===== src/rtl/vmux_pkg.sv =====
package vmux_pkg;

   typedef struct packed {
      logic en;
      logic cs;
      logic cs_n;
   } vmux_qual_t;

   function automatic logic vmux_qual_ok(input vmux_qual_t q);
      return q.en && q.cs && !q.cs_n;
   endfunction

endpackage


===== src/rtl/vmux_ctl_latch.sv =====
module vmux_ctl_latch
   import vmux_pkg::*;
#(
   parameter int AW = 4
)(
   input  logic          clk_i,
   input  logic          rst_i,
   input  logic          stb_i,
   input  logic [AW-1:0] addr_i,
   input  vmux_qual_t    qual_i,
   output logic [AW-1:0] eff_addr_o,
   output vmux_qual_t    eff_qual_o
);

   logic [AW-1:0] hold_addr;
   vmux_qual_t    hold_qual;

   // Transparent while the strobe is high, frozen while it is low
   always_comb begin
      eff_addr_o = stb_i ? addr_i : hold_addr;
      eff_qual_o = stb_i ? qual_i : hold_qual;
   end

   always_ff @(posedge clk_i) begin
      if (rst_i) begin
         hold_addr <= '0;
         hold_qual <= '0;
      end else begin
         hold_addr <= eff_addr_o;
         hold_qual <= eff_qual_o;
      end
   end


   hold_addr_chk: assert property (@(posedge clk_i) disable iff (rst_i)
      !stb_i |=> (stb_i || (eff_addr_o == $past(eff_addr_o) && eff_qual_o == $past(eff_qual_o))));

endmodule


===== src/rtl/vmux_bbm_seq.sv =====
module vmux_bbm_seq #(
   parameter int AW       = 4,
   parameter int DEAD_CYC = 2
)(
   input  logic          clk_i,
   input  logic          rst_i,
   input  logic          req_valid_i,
   input  logic [AW-1:0] req_addr_i,
   output logic          conn_o,
   output logic [AW-1:0] cur_addr_o
);

   localparam int DW = (DEAD_CYC < 2) ? 1 : $clog2(DEAD_CYC + 1);
   localparam logic [DW-1:0] GAP_LOAD = DW'(DEAD_CYC - 1);

   logic [DW-1:0] gap_q;

   always_ff @(posedge clk_i) begin
      if (rst_i) begin
         conn_o     <= 1'b0;
         cur_addr_o <= '0;
         gap_q      <= '0;
      end else if (!req_valid_i) begin
         conn_o <= 1'b0;
         gap_q  <= '0;
      end else if (conn_o) begin
         if (cur_addr_o != req_addr_i) begin
            conn_o <= 1'b0;
            gap_q  <= GAP_LOAD;
         end
      end else if (gap_q != '0) begin
         gap_q <= gap_q - 1'b1;
      end else begin
         conn_o     <= 1'b1;
         cur_addr_o <= req_addr_i;
      end
   end


   bbm_switch_chk: assert property (@(posedge clk_i) disable iff (rst_i)
      conn_o |=> (!conn_o || $stable(cur_addr_o)));


   drop_on_disable_chk: assert property (@(posedge clk_i) disable iff (rst_i)
      !req_valid_i |=> !conn_o);


   gap_hold_chk: assert property (@(posedge clk_i) disable iff (rst_i)
      (gap_q != '0) |=> !conn_o);

endmodule


===== src/rtl/vmux_gate_drv.sv =====
module vmux_gate_drv #(
   parameter int N_CH  = 16,
   parameter int BANKS = 2
)(
   input  logic                     conn_i,
   input  logic [$clog2(N_CH)-1:0]  sel_i,
   output logic [N_CH-1:0]          ser_in_o,
   output logic [N_CH-1:0]          ser_out_o,
   output logic [N_CH-1:0]          shunt_o,
   output logic [BANKS-1:0]         bank_o
);

   localparam int AW = $clog2(N_CH);
   localparam int BW = (BANKS < 2) ? 1 : $clog2(BANKS);

   for (genvar c = 0; c < N_CH; c++) begin : g_cell
      logic hit;
      assign hit          = conn_i && (sel_i == AW'(c));
      assign ser_in_o[c]  = hit;
      assign ser_out_o[c] = hit;
      assign shunt_o[c]   = ~hit;
   end

   if (BANKS == 1) begin : g_one_bank
      assign bank_o[0] = conn_i;
   end else begin : g_multi_bank
      for (genvar b = 0; b < BANKS; b++) begin : g_bank
         assign bank_o[b] = conn_i && (sel_i[AW-1 -: BW] == BW'(b));
      end
   end

endmodule


===== src/rtl/vmux_switch_ctl.sv =====
module vmux_switch_ctl
   import vmux_pkg::*;
#(
   parameter int N_CH     = 16,
   parameter int BANKS    = 2,
   parameter int DEAD_CYC = 2,
   localparam int AW      = $clog2(N_CH)
)(
   input  logic             clk_i,
   input  logic             rst_i,
   input  logic             strobe_i,
   input  logic [AW-1:0]    addr_i,
   input  logic             en_i,
   input  logic             cs_i,
   input  logic             cs_n_i,
   output logic [N_CH-1:0]  ser_in_o,
   output logic [N_CH-1:0]  ser_out_o,
   output logic [N_CH-1:0]  shunt_o,
   output logic [BANKS-1:0] bank_o,
   output logic             act_sink_o
);

   if (N_CH < 2 || (1 << AW) != N_CH) begin : g_bad_nch
      $error("vmux_switch_ctl: N_CH must be a power of two, at least 2");
   end
   if (BANKS < 1 || BANKS > N_CH || (N_CH % BANKS) != 0 ||
       (BANKS & (BANKS - 1)) != 0) begin : g_bad_banks
      $error("vmux_switch_ctl: BANKS must be a power of two dividing N_CH");
   end
   if (DEAD_CYC < 1) begin : g_bad_dead
      $error("vmux_switch_ctl: DEAD_CYC must be at least 1");
   end

   vmux_qual_t    qual_in, qual_eff;
   logic [AW-1:0] addr_eff;
   logic          conn;
   logic [AW-1:0] cur_addr;

   assign qual_in = '{en: en_i, cs: cs_i, cs_n: cs_n_i};

   vmux_ctl_latch #(.AW(AW)) u_latch (
      .clk_i      (clk_i),
      .rst_i      (rst_i),
      .stb_i      (strobe_i),
      .addr_i     (addr_i),
      .qual_i     (qual_in),
      .eff_addr_o (addr_eff),
      .eff_qual_o (qual_eff)
   );

   vmux_bbm_seq #(.AW(AW), .DEAD_CYC(DEAD_CYC)) u_seq (
      .clk_i       (clk_i),
      .rst_i       (rst_i),
      .req_valid_i (vmux_qual_ok(qual_eff)),
      .req_addr_i  (addr_eff),
      .conn_o      (conn),
      .cur_addr_o  (cur_addr)
   );

   vmux_gate_drv #(.N_CH(N_CH), .BANKS(BANKS)) u_drv (
      .conn_i    (conn),
      .sel_i     (cur_addr),
      .ser_in_o  (ser_in_o),
      .ser_out_o (ser_out_o),
      .shunt_o   (shunt_o),
      .bank_o    (bank_o)
   );

   assign act_sink_o = conn;


   one_cell_chk: assert property (@(posedge clk_i) disable iff (rst_i)
      $onehot0(ser_in_o) && $onehot0(ser_out_o));


   one_bank_chk: assert property (@(posedge clk_i) disable iff (rst_i)
      $onehot0(bank_o));


   shunt_excl_chk: assert property (@(posedge clk_i) disable iff (rst_i)
      ((ser_in_o | ser_out_o) & shunt_o) == '0 && (ser_in_o | shunt_o) == '1);


   bank_match_chk: assert property (@(posedge clk_i) disable iff (rst_i)
      (|ser_in_o) == (|bank_o));


   flag_match_chk: assert property (@(posedge clk_i) disable iff (rst_i)
      act_sink_o == (|ser_out_o));


   reset_open_chk: assert property (@(posedge clk_i)
      rst_i |=> (!act_sink_o && ser_in_o == '0 && bank_o == '0 && shunt_o == '1));

endmodule


===== config.mk =====
export PLATFORM = sky130hd
export DESIGN_NAME = vmux_switch_ctl
export DESIGN_NICKNAME = d
export VERILOG_FILES = /design/src/rtl/vmux_pkg.sv /design/src/rtl/vmux_ctl_latch.sv /design/src/rtl/vmux_bbm_seq.sv /design/src/rtl/vmux_gate_drv.sv /design/src/rtl/vmux_switch_ctl.sv
export SDC_FILE = /design/constraint.sdc
export NUM_CORES = 1
export LEC_CHECK = 0
export ABC_AREA = 1
export BUFFER_PORTS_ARGS = -buffer_cell sky130_fd_sc_hd__buf_2
export CAP_MARGIN = 15
export CORE_AREA = 2 2 60 62
export CTS_CLUSTER_SIZE = 20
export DETAILED_ROUTE_END_ITERATION = 10
export DIE_AREA = 0 0 62 64
export GPL_TIMING_DRIVEN = 0
export PLACE_DENSITY = 0.65
export SYNTH_ARGS = -nofsm -noshare
export SYNTH_HDL_FRONTEND = slang
export SYNTH_SLANG_ARGS = --single-unit

===== constraint.sdc =====
create_clock -name clk_i -period 4 [get_ports clk_i]
set_clock_uncertainty 0.05 [all_clocks]
set_input_delay 0.4 -clock clk_i [delete_from_list [all_inputs] [get_ports clk_i]]
set_output_delay 0.4 -clock clk_i [all_outputs]
set_load 0.02 [all_outputs]

======== Word-level counts from Yosys, hierarchy flattened ========
Index checks and enable logic that the tools add are counted.
W data, S select, Z words.
storage, ports and cells
  word-level logic and storage cells ...... 80
  input bits .............................. 10
  output and inout bits ................... 51
  register bits after elaboration ......... 14
operators by class
  muxes and demuxes ....................... 8
  bitwise operators ....................... 20
  equality and inequality tests ........... 17
  add/subtract/negate cells ............... 1
  reduce and logical (&&, ||, !) cells .... 27
operators by type and width
  cell                   count
  $eq A4 B4 Y1 const B   8
  $logic_and A1 B1 Y1    20
  $not A1 Y1             20
  $eq A4 B3 Y1 const B   4
  $eq A4 B2 Y1 const B   2
  $mux W2                3
  $eq A4 B1 Y1 const B   1
  $logic_not A4 Y1       1
  $mux W4                1
  $ne A4 B4 Y1           1
  $reduce_bool A2 Y1     2
  $mux W1                3
  $mux W3                1
  $reduce_and A3 Y1      1
  $ne A2 B2 Y1 const B   1
  $reduce_and A2 Y1      1
  $reduce_or A2 Y1       1
  $sub A2 B1 Y2 const B  1
  $logic_not A1 Y1       1

======== Depth between registers and ports, before layout ========
Gate-level depths: netlist of run 1.
  depth after elaboration ................. 5
  depth in mapped cells ................... 9
  mapped depth without buffers ............ 9

======== Cells and area by module ========
Synthesis of run 1 repeated with hierarchy kept, for this count alone.
unflattened totals
  cell total of the unflattened synthesis .. 209
  area, all modules ....................... 1,213.7 um^2
by module, submodules not included
  module           times used  area an instance (um^2)  cells each  seq. area each (um^2)
  vmux_gate_drv    1           506.7                    94          0.0
  vmux_bbm_seq     1           352.8                    55          140.1
  vmux_ctl_latch   1           344.1                    58          140.1
  vmux_switch_ctl  1           10.0                     2           0.0

======== Worst setup path after synthesis of run 1 ========
OpenSTA, ideal clock, no wires.
  kind .................................... reg-to-output
  start ................................... register u_seq.conn_o
  end ..................................... output ser_in_o[0]
  cell stages (with the launch flop) ...... 6
  data arrival time ....................... 1,502 ps
  data required time ...................... 3,550 ps
  path slack .............................. 2,048 ps
  path through ............................ dfxtp_1 inv_2 nor2_1 nand2_1 nor2_1 buf_4
between the ends
  word-level cells in the longest chain between the ends .. 1
RTL lines
  what                    line                   source
  from (decl)             vmux_bbm_seq.sv:9      output logic conn_o,
  from (signal assigned)  vmux_bbm_seq.sv:20     conn_o <= 1'b0;
  from (signal assigned)  vmux_bbm_seq.sv:24     conn_o <= 1'b0;
  from (signal assigned)  vmux_bbm_seq.sv:28     conn_o <= 1'b0;
  $logic_and A1 B1 Y1     vmux_gate_drv.sv:18    assign hit = conn_i && (sel_i == AW'(c));
  to (decl)               vmux_switch_ctl.sv:16  output logic [N_CH-1:0] ser_in_o,
Every way passes these cells.

======== Worst setup path in the final report of run 1 ========
  start ................................... register u_seq.conn_o
  end ..................................... output ser_out_o[3]
between the ends
  word-level cells in the longest chain between the ends .. 1
RTL lines
  what                 line                   source
  $logic_and A1 B1 Y1  vmux_gate_drv.sv:18
  to (decl)            vmux_switch_ctl.sv:17  output logic [N_CH-1:0] ser_out_o,
Every way passes these cells.

==> results of run 1 <==
-- state kept, by name, summed over array words and instances (netlist names) --
signal,count
u_seq.conn_o,1
u_latch.hold_addr,4
u_seq.cur_addr_o,4
u_latch.hold_qual,3
u_seq.gap_q,2
-- stage by stage --
| stage | worst slack [ns] | power, mW | cell area (um2) |
|---|---|---|---|
| after floorplan | 2.05 | 0.192 | 1120 |
| after global placement | 2.20 | 0.206 | 1470 |
| after detailed placement | 2.19 | 0.207 | 1470 |
| after CTS | 1.87 | 0.309 | 1510 |
| after global routing | 1.65 | 0.325 | 1510 |
| final | 1.89 | 0.306 | 1510 |
-- power by group --
part	internal, mW	switching, mW
clock network	0.0553	0.0479
registers	0.147	0.00504
logic	0.0194	0.0322
-- kinds of logic (layout without fill, tap and decap cells) --
group,count (synthesis),in the layout,share of synthesized area [%]
AND/OR/NAND/NOR,83,83,31.1
AO/OA/AOI/OAI,14,14,7.39
flip-flops,14,14,25.1
adder cells (fa/ha/maj),1,1,1.12
buffers and inverters,71,134,35.3
-- metal layers --
metal  track usage (%)  part of all wire [%]
met1              16.3                    46
met2              19.9                    43
met3              2.02                   9.3
met4              3.99                  0.85
met5                 0                     0
-- worst max-delay path: cells and delay by family (launching register included) --
kind	cells	cell delay, ns
simple gates	3	0.50
flops	1	0.45
buf+inv	3	0.43
-- worst paths after layout --
check / endpoint / slack, ns / cells past startpoint
worst max-delay path: ser_out_o[3] / 1.89 / 6
worst min-delay path: u_latch.hold_qual[2] / 0.34 / 3
worst max register to register: u_seq.cur_addr_o[0] / 2.53 / 7
worst min register to register: u_seq.gap_q[1] / 0.42 / 2
-- cell type report --
cell class | instances | area [um2] | area share (%)
multi-input combinational | 98 | 443 | 29.4
timing repair buffer | 59 | 295 | 19.6
sequential | 14 | 280 | 18.6
buffer | 34 | 255 | 16.9
inverter | 37 | 139 | 9.22
tap | 46 | 57.6 | 3.82
clock buffer | 4 | 36.3 | 2.41
-- layout by cell type (no fill, tap or decap), drive strengths merged, types with 2 or more instances in the layout --
cell type,count
buf,92
dfxtp,14
nand3,10
clkbuf,5
nand2,38
o21ai,6
a21oi,6
nor3,9
inv,37
nor2,23
and2,2
==> flow_summary.json, run 1 <==
{
  "syn2layout_area_growth_pct": 34.8,
  "rsz0062_at_grt": "false",
  "cts_max_level": 1,
  "period_share_pct": 52.7,
  "powerDensity_nw_per_um2": 203,
  "critPathKind": "register to primary output",
  "dieHeight_um": 64,
  "hold_violations": 0,
  "wire_per_inst_um": 8.46,
  "setup_violations": 0,
  "hp-class": "primary input to register",
  "antenna_found_initial": 0,
  "cpMostUsedCell": "nor2_1",
  "cp_slowest_stage_delay_ns": 0.45,
  "path_max_fanout": 10,
  "yosysMostFrequentCell": "nand2_1",
  "wirelength_mm": 2.47,
  "tightest_slew_ns": 0.398,
  "grt_max_degree": 11,
  "synth-seq-area-share_pct": 25.1,
  "ioPinCount": 61,
  "ys_ff_latch": 14,
  "cp-start-kind": "register",
  "syn_nets": 194,
  "synth_area_per_cell_um2": 6.11,
  "rows": 21,
  "cts-root-buf": "clkbuf_4",
  "crit-reg2reg-launch": "u_seq.gap_q[0]",
  "cts_max_path_buffers": 2,
  "clkSinkCount": 14,
  "fin_setup_tns_ns": 0,
  "gp_congestion": 0.798,
  "hpwl_mm": 2.11,
  "numCtsBuffers": 3,
  "antennaDiodeCount": 0,
  "core_area_um2": 3280,
  "postCtsSetupBuffers": 0,
  "max_freq_mhz": 475,
  "port_buffers": 59,
  "clk_pin_slew_ns": 0.09,
  "cts_resized": 0,
  "syn_area_um2": 1120,
  "hold-worst-slack_ns": 0.340,
  "dieWidth_um": 62,
  "antenna_left": 0,
  "synth.distinct_cells": 20,
  "relSlewSlack_pct": 73.3,
  "cp.arrival_ns": 1.66,
  "utilization_pct": 45.9,
  "crit_chain": "inv_2, nor2_1, nand2_1, nor2_1, buf_4, buf_2",
  "yosys-top-cells-count": "nand2_1 (38), inv_1 (35), buf_4 (32)",
  "p_leak_nw": 0.844,
  "async_flop_share_pct": 0,
  "hold_buffers": 0,
  "dp_cells": 288,
  "drv_cap": 0,
  "yosysWarningCount": 0,
  "fin_crit_ns": 2.11,
  "globalRoute.totalOverflow": 0,
  "nFillCells": 353,
  "synth_edf_count": 0,
  "cp-end-kind": "primary output",
  "num_vias": 1185,
  "ir_drop_mv": 0.125,
  "grt_pass1_wl_mm": 3.77,
  "route.detailed.drc": 0,
  "status": "completed",
  "synthCells": 183,
  "finalNetCount": 258,
  "ys.flop_type": "dfxtp_1",
  "startpoint": "u_seq.conn_o",
  "hp-start": "en_i",
  "die-area_um2": 3970,
  "post_drt_via_cell_ratio": 4.06,
  "slew_viol_final": 0,
  "critPathSlowestCell": "dfxtp_1",
  "yosys-top-cells-area": "dfxtp_1 (25%), buf_4 (22%), nand2_1 (13%), inv_1 (12%), nor2_1 (7.7%)",
  "synth_top_area_share_pct": 25.1,
  "grt_pass1_vias": 892,
  "crit_required_ns": 3.55,
  "drive_above_1_share_pct": 41.9,
  "drt_iter0_drc": 24,
  "grt_usage_pct": 12.3,
  "worstSkewPairLatency_ns": 0.28,
  "synth_top_cell_by_area": "dfxtp_1",
  "initial_core_util_pct": 34.0,
  "cts_tree": "done",
  "firstDrtPassIters": 4,
  "fin_cells": 292
}
No activity file was read; power rests on OpenSTA's default activity.
==> run 2, diff against run 1 <==
- PLACE_DENSITY: 0.65 -> 0.68
- clock period: 4 -> 1.75 ns (I/O delays scaled with it)
==> flow_summary.json, run 2 (same netlist as run 1, synthesis figures left out) <==
{
  "status": "completed",
  "fin_crit_ns": 1.68,
  "cp.arrival_ns": 1.45,
  "hold_depth": 3,
  "numCtsBuffers": 3,
  "drt_iter0_drc": 28,
  "cts_tree": "done",
  "r2r_end": "u_seq.cur_addr_o[0]",
  "rrSetupSlack_ns": 0.28,
  "fin_setup_tns_ns": 0,
  "hp-class": "primary input to register",
  "crit-reg2reg-launch": "u_seq.gap_q[0]",
  "report.power.total_uw": 726,
  "initial_core_util_pct": 34.0,
  "rows": 21,
  "holdPathEnd": "u_latch.hold_qual[2]",
  "crit_chain": "inv_6, nor2_4, nand2_4, nor2_2, buf_4, buf_2",
  "cts_max_level": 1,
  "ir_drop_mv": 0.344,
  "top_regs": "u_latch.hold_addr (4), u_seq.cur_addr_o (4), u_latch.hold_qual (3)",
  "ff2ff_path_depth": 7,
  "critPathSlowestCell": "dfxtp_4",
  "clkSinkCount": 14,
  "cts_max_path_buffers": 2,
  "antenna_found_initial": 0,
  "max_freq_mhz": 595,
  "cp-end-kind": "primary output",
  "grt_usage_pct": 12.1,
  "nFillCells": 329,
  "drv_cap": 0,
  "finalNetCount": 259,
  "drive_above_1_share_pct": 55.1,
  "hold_violations": 0,
  "grt_max_degree": 11,
  "setup_violations": 0,
  "cts-root-buf": "clkbuf_4",
  "powerDensity_nw_per_um2": 429,
  "worstSkewPairLatency_ns": 0.28,
  "syn2layout_area_growth_pct": 51.4,
  "period_share_pct": 96.0,
  "fin_cells": 293,
  "gp_congestion": 0.772,
  "rsz0062_at_grt": "true",
  "layout_commonest_cell": "buf_2",
  "route.detailed.drc": 0,
  "globalRoute.totalOverflow": 0,
  "crit_required_ns": 1.52,
  "wirelength_mm": 2.58,
  "hold_buffers": 0,
  "antenna_left": 0,
  "critPathKind": "register to primary output",
  "grt_pass1_vias": 922,
  "layout_common_cells": "buf_2 (58), nand2_1 (34), buf_4 (33), inv_1 (30), nor2_1 (13)",
  "dieWidth_um": 62,
  "cp_slowest_stage_delay_ns": 0.40,
  "p_leak_nw": 0.953,
  "port_buffers": 59,
  "cp-start-kind": "register",
  "dp_cells": 288,
  "firstDrtPassIters": 4,
  "wire_per_inst_um": 8.81,
  "ioPinCount": 61,
  "clk_pin_slew_ns": 0.09,
  "slew_viol_final": 0,
  "grt_pass1_wl_mm": 3.78,
  "num_vias": 1183,
  "relSlewSlack_pct": 76.7,
  "antennaDiodeCount": 0,
  "hp-start": "en_i",
  "core_area_um2": 3280,
  "hpwl_mm": 2.13,
  "dieHeight_um": 64,
  "post_drt_via_cell_ratio": 4.04,
  "path_max_fanout": 10,
  "tightest_slew_ns": 0.350,
  "die-area_um2": 3970
}
run 2: per-stage QoR:
stage | area [um2] | utilization (%) | hold slack, ns | setup WS, ns
floorplan | 1120 | - | 0.294 | 0.0226
global placement | 1470 | 44.8 | 0.404 | 0.194
detailed placement | 1470 | 44.8 | 0.406 | 0.174
CTS | 1560 | 47.5 | 0.0989 | -0.0712
global route | 1690 | 51.5 | 0.104 | -0.0399
finish | 1690 | 51.5 | 0.108 | 0.0700
run 2: power by group:
group / total, mW / internal (mW) / switching (mW)
Sequential: 0.347 / 0.333 / 0.0142
Clock: 0.238 / 0.127 / 0.112
Combinational: 0.140 / 0.0482 / 0.0920
run 2: area by class of cell:
cell class	instances	area (um2)	area share (%)
Clock buffer	4	36.3	2.14
Sequential cell	14	294	17.4
Buffer	34	255	15.1
Multi-Input combinational cell	98	597	35.3
Timing Repair Buffer	60	305	18.0
Inverter	37	146	8.65
Tap cell	46	57.6	3.40
run 2: worst max-delay path by stage:
| stage | start | endpoint | slack, ns | depth (start not counted) |
|---|---|---|---|---|
| floorplan | u_seq.conn_o | ser_in_o[0] | 0.02 | 5 |
| global placement | u_seq.conn_o | ser_in_o[5] | 0.19 | 6 |
| detailed placement | u_seq.conn_o | ser_in_o[5] | 0.17 | 6 |
| CTS | u_seq.conn_o | ser_out_o[3] | -0.07 | 6 |
| global route | u_seq.conn_o | ser_out_o[3] | -0.04 | 6 |
| finish | u_seq.conn_o | ser_out_o[6] | 0.07 | 6 |
run 2: per-layer routing:
metal | global-route usage, % | up-vias | routed length (um)
met3 | 2.02 | 4 | 272
met5 | 0 | - | 0
met1 | 15.4 | 469 | 1120
li1 | - | 653 | -
met2 | 20.1 | 57 | 1170
met4 | 3.99 | 0 | 21
run 2: critical path, delay by kind of cell, from the launching register on:
kind                   cells  cell delay, ns
flip-flops                 1            0.40
AND/OR/NAND/NOR            3            0.41
buffers and inverters      3            0.36
run 2: what timing repair did:
action / in CTS / in global routing
pin swaps: 0 / 2
resized for setup: 16 / 38
setup endpoints to repair: 41 / 44
buffers inserted: 0 / 1
